===== src/rtl/spiEngPkg.sv =====
package spiEngPkg;
  typedef enum logic [1:0] {ST_IDLE, ST_RUN, ST_TAIL, ST_HOLD} engState_t;

  typedef struct packed {
    logic load;    // capture a new transmit word
    logic prime;   // put the first bit on the line at load time
    logic drive;   // shift the next bit onto the line
    logic sample;  // capture one received bit
    logic finish;  // last edge of the frame
  } engStrobe_t;
endpackage


===== src/rtl/spiEngCtrl.sv =====
module spiEngCtrl
  import spiEngPkg::*;
#(
  parameter int DIV    = 2,
  parameter int NARROW = 8,
  parameter int WIDE   = 16
) (
  input  logic       clk,
  input  logic       rstN,
  input  logic       startReq,
  input  logic       holdSel,
  input  logic       cpol,
  input  logic       cpha,
  input  logic       wide16,
  output engStrobe_t strb,
  output logic       csN,
  output logic       sck,
  output logic       busy
);
  localparam int DIVW   = $clog2(DIV + 2);
  localparam int EDGEW  = $clog2(2 * WIDE + 1);
  localparam int EDGE_N = 2 * NARROW;
  localparam int EDGE_W = 2 * WIDE;
  localparam logic [DIVW-1:0] DIV_L = DIVW'(DIV);

  engState_t        state;
  logic [DIVW-1:0]  divCnt;
  logic [EDGEW-1:0] edgeCnt;
  logic [EDGEW-1:0] lastIdx;
  logic phase, csNQ, cpolQ, cphaQ, wideQ, holdQ;
  logic tick, accept, edgeNow, onSample, lastEdge;

  assign tick     = (divCnt == DIV_L);
  assign accept   = startReq && (state == ST_IDLE || state == ST_HOLD);
  assign edgeNow  = (state == ST_RUN) && tick;
  assign onSample = (~edgeCnt[0]) ^ cphaQ;
  assign lastIdx  = wideQ ? EDGEW'(EDGE_W - 1) : EDGEW'(EDGE_N - 1);
  assign lastEdge = edgeNow && (edgeCnt == lastIdx);

  always_comb begin
    strb.load   = accept;
    strb.prime  = accept && !((state == ST_IDLE) ? cpha : cphaQ);
    strb.drive  = edgeNow && !onSample && !lastEdge;
    strb.sample = edgeNow && onSample;
    strb.finish = lastEdge;
  end

  always_ff @(posedge clk or negedge rstN) begin
    if (!rstN) begin
      state   <= ST_IDLE;
      divCnt  <= '0;
      edgeCnt <= '0;
      phase   <= 1'b0;
      csNQ    <= 1'b1;
      cpolQ   <= 1'b0;
      cphaQ   <= 1'b0;
      wideQ   <= 1'b0;
      holdQ   <= 1'b0;
    end else begin
      case (state)
        ST_IDLE: if (accept) begin
          cpolQ   <= cpol;
          cphaQ   <= cpha;
          wideQ   <= wide16;
          holdQ   <= holdSel;
          csNQ    <= 1'b0;
          divCnt  <= '0;
          edgeCnt <= '0;
          state   <= ST_RUN;
        end
        ST_HOLD: if (accept) begin
          wideQ   <= wide16;
          holdQ   <= holdSel;
          divCnt  <= '0;
          edgeCnt <= '0;
          state   <= ST_RUN;
        end
        ST_RUN: begin
          if (tick) begin
            divCnt  <= '0;
            phase   <= ~phase;
            edgeCnt <= edgeCnt + 1'b1;
            if (lastEdge) state <= holdQ ? ST_HOLD : ST_TAIL;
          end else begin
            divCnt <= divCnt + 1'b1;
          end
        end
        ST_TAIL: begin
          if (tick) begin
            divCnt <= '0;
            csNQ   <= 1'b1;
            state  <= ST_IDLE;
          end else begin
            divCnt <= divCnt + 1'b1;
          end
        end
        default: state <= ST_IDLE;
      endcase
    end
  end

  assign csN  = csNQ;
  assign sck  = csNQ ? cpol : (cpolQ ^ phase);
  assign busy = (state == ST_RUN) || (state == ST_TAIL);


  idle_level_chk: assert property (@(posedge clk) disable iff (!rstN)
    (state == ST_TAIL || state == ST_HOLD) |-> (sck == cpolQ));


  half_period_chk: assert property (@(posedge clk) disable iff (!rstN)
    (phase != $past(phase)) |-> ($past(divCnt) == DIV_L));


  cs_release_chk: assert property (@(posedge clk) disable iff (!rstN)
    $rose(csNQ) |-> ($past(state) == ST_TAIL && $past(divCnt) == DIV_L));


  busy_ignore_chk: assert property (@(posedge clk) disable iff (!rstN)
    (busy && startReq) |=> ($stable(wideQ) && $stable(holdQ) && $stable(cpolQ) && $stable(cphaQ)));
endmodule


===== src/rtl/spiEngData.sv =====
module spiEngData
  import spiEngPkg::*;
#(
  parameter int NARROW = 8,
  parameter int WIDE   = 16
) (
  input  logic            clk,
  input  logic            rstN,
  input  engStrobe_t      strb,
  input  logic [WIDE-1:0] txWord,
  input  logic            wide16,
  input  logic            miso,
  output logic            mosi,
  output logic [WIDE-1:0] rxWord,
  output logic            doneStb
);
  localparam int PADW = WIDE - NARROW;

  logic [WIDE-1:0] txSh, rxSh, aligned, rxNext;
  logic mosiQ, doneQ, frameWide;
  logic [WIDE-1:0] rxQ;

  assign aligned = wide16 ? txWord : {txWord[NARROW-1:0], {PADW{1'b0}}};
  assign rxNext  = strb.sample ? {rxSh[WIDE-2:0], miso} : rxSh;

  always_ff @(posedge clk or negedge rstN) begin
    if (!rstN) begin
      txSh      <= '0;
      rxSh      <= '0;
      rxQ       <= '0;
      mosiQ     <= 1'b0;
      doneQ     <= 1'b0;
      frameWide <= 1'b0;
    end else begin
      doneQ <= strb.finish;
      if (strb.load) begin
        frameWide <= wide16;
        rxSh      <= '0;
        if (strb.prime) begin
          mosiQ <= aligned[WIDE-1];
          txSh  <= aligned << 1;
        end else begin
          txSh  <= aligned;
        end
      end else begin
        if (strb.drive) begin
          mosiQ <= txSh[WIDE-1];
          txSh  <= txSh << 1;
        end
        if (strb.sample) rxSh <= rxNext;
      end
      if (strb.finish)
        rxQ <= frameWide ? rxNext : {{PADW{1'b0}}, rxNext[NARROW-1:0]};
    end
  end

  assign mosi    = mosiQ;
  assign rxWord  = rxQ;
  assign doneStb = doneQ;


  done_pulse_chk: assert property (@(posedge clk) disable iff (!rstN)
    doneQ |=> !doneQ);


  mosi_hold_chk: assert property (@(posedge clk) disable iff (!rstN)
    !(strb.drive || strb.prime) |=> $stable(mosiQ));
endmodule


===== src/rtl/spiModeMaster.sv =====
module spiModeMaster
  import spiEngPkg::*;
#(
  parameter int DIV    = 2,
  parameter int NARROW = 8,
  parameter int WIDE   = 16
) (
  input  logic            clk,
  input  logic            rstN,
  input  logic            cpol,
  input  logic            cpha,
  input  logic            wide16,
  input  logic            holdSel,
  input  logic [WIDE-1:0] txWord,
  input  logic            startReq,
  output logic [WIDE-1:0] rxWord,
  output logic            doneStb,
  output logic            busy,
  output logic            sck,
  output logic            mosi,
  output logic            csN,
  input  logic            miso
);
  engStrobe_t strb;

  spiEngCtrl #(.DIV(DIV), .NARROW(NARROW), .WIDE(WIDE)) uCtrl (
    .clk(clk), .rstN(rstN), .startReq(startReq), .holdSel(holdSel),
    .cpol(cpol), .cpha(cpha), .wide16(wide16),
    .strb(strb), .csN(csN), .sck(sck), .busy(busy)
  );

  spiEngData #(.NARROW(NARROW), .WIDE(WIDE)) uData (
    .clk(clk), .rstN(rstN), .strb(strb), .txWord(txWord), .wide16(wide16),
    .miso(miso), .mosi(mosi), .rxWord(rxWord), .doneStb(doneStb)
  );
endmodule


===== config.mk =====
export PLATFORM = sky130hd
export DESIGN_NAME = spiModeMaster
export DESIGN_NICKNAME = d
export VERILOG_FILES = /design/src/rtl/spiEngPkg.sv /design/src/rtl/spiEngCtrl.sv /design/src/rtl/spiEngData.sv /design/src/rtl/spiModeMaster.sv
export SDC_FILE = /design/constraint.sdc
export NUM_CORES = 1
export LEC_CHECK = 0
export CORE_UTILIZATION = 45
export DETAILED_ROUTE_END_ITERATION = 8
export HOLD_SLACK_MARGIN = 0.02
export PLACE_DENSITY = 0.68
export SYNTH_ARGS = -nofsm -noshare
export SYNTH_HDL_FRONTEND = slang
export SYNTH_SLANG_ARGS = --single-unit

===== constraint.sdc =====
create_clock -name clk -period 1.94 [get_ports clk]
set_input_delay 0.388 -clock clk [delete_from_list [all_inputs] [get_ports clk]]
set_output_delay 0.388 -clock clk [all_outputs]
set_load 0.02 [all_outputs]

==> out/qor.txt <==
RSZ-0062 raised after global routing = yes
Post-CTS Setup Bufs = 0
R2R depth = 6
nets@finish = 369
synthesis-stage register bit count = 66
static leakage = 1.84 nW
Global Route Usage Sum = 18.9%
clk_lat worst skew = 0.34 ns
slew of the pin with the lowest slew margin = 0.503 ns
syn nets = 313
pin count of the biggest net entering global routing = 67
most frequent cells in the layout = dfrtp_1, mux2i_1, clkdlybuf4s50_1
commonest non-fill, non-tap cell in the layout = dfrtp_1
async set-reset flop share out of synthesis = 100%
Slew Limit Fails = 0
post-synthesis cell count = 285
CP Capture Type = register
placed insts = 426
share of the synthesized area in the top cell type = 50.9%
Max IR drop VDD = 0.612 mV
Worst Path Max Fanout = 7
kind of critical path = register to register
WP depth = 6
vias in the first global route = 2295
die area = 0.00744 sq mm
Startpoint Class = register
Synth Warn # = 0
non-filler instance count after layout = 441
worst path required time = 2.17 ns
worst reg2reg path startpoint = uCtrl.state[1]
Unique masters post-synth = 44
Critical Path Start = uCtrl.state[1]
Cell Chain, Critical Path = inv_1, ha_2, o21bai_1, a2111oi_0, xnor2_1, nor2_1
Area Overhead vs Synth = 26.9%
sequential share of the synthesized area = 51.7%
# diodes = 0
Max clock buf depth = 2
CP delay by family, top = compound AO/OA/AOI/OAI gates
Final ANT Viol Nets = 0
Rel. slew slack = 65.6%
Final TNS setup = 0 ns
critical path's slowest cell = a2111oi_0
status = complete, no violations
Initial Util = 46.8%
IO buf count = 44
post-CTS sizing = 5
Synth Flop Type = dfrtp_1
cell accounting for the most synthesized area = dfrtp_1
Via Count = 2299
initial DRC count = 116
initial antenna violation count = 0
Tmin final = 1.86 ns
Initial DRT Pass Iterations = 5
H-Tree Depth = 3
die height = 86.3 um
end of the critical path = uCtrl.edgeCnt[4]
worst slack, placed = -0.0507 ns
number of synthesized flops with an enable pin = 0
Post-Syn Area per Cell = 11.2 sq um
fill cell total of the finished layout = 607
gr ovfl total = 0
site row count = 30
Worst-path clk slew = 0.07 ns
drt total wl = 6.33 mm
CP peak stage delay = 0.51 ns
Pwr per Cell Area = 1170 mW/mm^2
I/O pin cnt = 45
detailed-route DRC error count = 0
Buf/Inv on CP = 1
CTS Root Cell = clkbuf_8
Max Cap Violations = 0
Reg2Reg Setup Slack = 0.08 ns
drt wl/cell = 14.3 um
CTS tree = done
Netlist Area Pre-Place = 0.00319 sq mm
RR Endpoint = uCtrl.edgeCnt[4]
setup ws final = 0.0778 ns
Setup Viol. Count Final = 0
total power = 4.74 mW
layout cell share with drive strength beyond 1 = 15.9%
clk_skew = 0.00706 ns
dpl hpwl = 4.47 mm
worst hold path type = primary input to asynchronous set/reset pin
first-pass GRT wire length = 10.8 mm
FMAX = 0.537 GHz
core footprint = 0.00683 sq mm
Arr. time, crit path = 2.09 ns
DIE WIDTH = 86.3 um
Post-CTS Hold Fix Bufs = 0
largest cells by area after synthesis = dfrtp_1, mux2i_1, nand2_1
CTS Buf Count = 9
Fin. Hold Viols = 0
Tcrit/Tclk final = 96.0%
routability cong. = 0.763
CTS sink cnt = 66
DR vias/cell = 5.21
per-stage QoR:
| stage | hold slack, ns | utilization (%) | cell area, sq um |
|---|---|---|---|
| 2_1_floorplan | 0.0924 | - | 3190 |
| 3_3_place_gp | 0.433 | 56.2 | 3840 |
| 3_5_place_dp | 0.432 | 56.2 | 3840 |
| 4_1_cts | 0.0576 | 59.1 | 4040 |
| 5_1_grt | 0.0613 | 59.3 | 4050 |
| 6_report | 0.0493 | 59.3 | 4050 |
worst min path at each step:
stage	start	to	slack [ns]	depth (start not counted)
after floorplan	rstN	uCtrl.cphaQ	0.09	0
after global placement	rstN	uData.rxWord[7]	0.43	2
after detailed placement	rstN	uData.rxWord[7]	0.43	2
after CTS	rstN	uData.rxWord[8]	0.06	2
after global routing	rstN	uData.rxWord[7]	0.06	2
final	rstN	uData.rxWord[7]	0.05	2
worst register-to-register path, delay by kind of cell (launching register included):
family,cells,cell delay [ns]
buffers and inverters,1,0.08
AND/OR/NAND/NOR,1,0.05
flip-flops,1,0.37
AO/OA/AOI/OAI,2,0.66
XOR/XNOR,1,0.18
adder cells (fa/ha/maj),1,0.40
Yosys cell counts (2+ instances only):
master     count
mux2_2         3
buf_1          2
buf_2          5
nor2_1        24
o21ai_1       13
nand2b_1       3
ha_1           4
inv_1          6
nand3_1        4
xnor2_1        6
a21oi_1        2
nand2_1       38
mux2i_1       42
o22ai_1        8
a211oi_1       2
dfrtp_1       65
buf_6          3
nor2b_1        4
a2111oi_0      3
o21ai_0       18
clkbuf_1       2
mux4_2         6
registers in the layout, summed over array words and instances (netlist names):
signal,flops
uCtrl.cphaQ,1
uCtrl.cpolQ,1
uCtrl.csN,1
uCtrl.divCnt,2
uCtrl.edgeCnt,6
uCtrl.holdQ,1
uCtrl.phase,1
uCtrl.state,2
uCtrl.wideQ,1
uData.doneStb,1
uData.mosi,1
uData.rxSh,16
uData.rxWord,16
uData.txSh,16
power breakdown:
group	leakage [nW]	switching [mW]	internal, mW
Clock	0.101	0.513	0.656
Sequential	0.872	0.212	1.66
Combinational	0.866	0.863	0.840
logic make-up (layout without fill, tap and decap cells):
family | after synthesis | after routing | share of synthesized area [%]
and+or+nand+nor | 80 | 80 | 11.4
muxes | 52 | 52 | 18.9
AOI/OAI and AO/OA | 54 | 54 | 10.1
xor gates and xnor gates | 8 | 8 | 2.43
buffers and inverters | 21 | 81 | 3.84
adders and majority gates | 4 | 4 | 1.57
DFF | 66 | 66 | 51.7
area by class of cell:
cell class / instances / area [sq um] / share of cell area [%]
flip-flops and latches: 66 / 1650 / 40.8
multi-input cells: 198 / 1440 / 35.6
repair buffers: 59 / 609 / 15.0
clock buffers: 11 / 151 / 3.74
well taps: 96 / 120 / 2.96
clock inverters: 4 / 51.3 / 1.27
inverters: 7 / 26.3 / 0.648
routing by layer:
metal	vias up	track usage, %	wire length [um]
li1	1116	-	-
met3	7	6.19	253
met4	0	5.45	59
met1	1128	24.9	2950
met2	48	30.1	3060
met5	-	0	0
(Power assumes the default switching activity.)
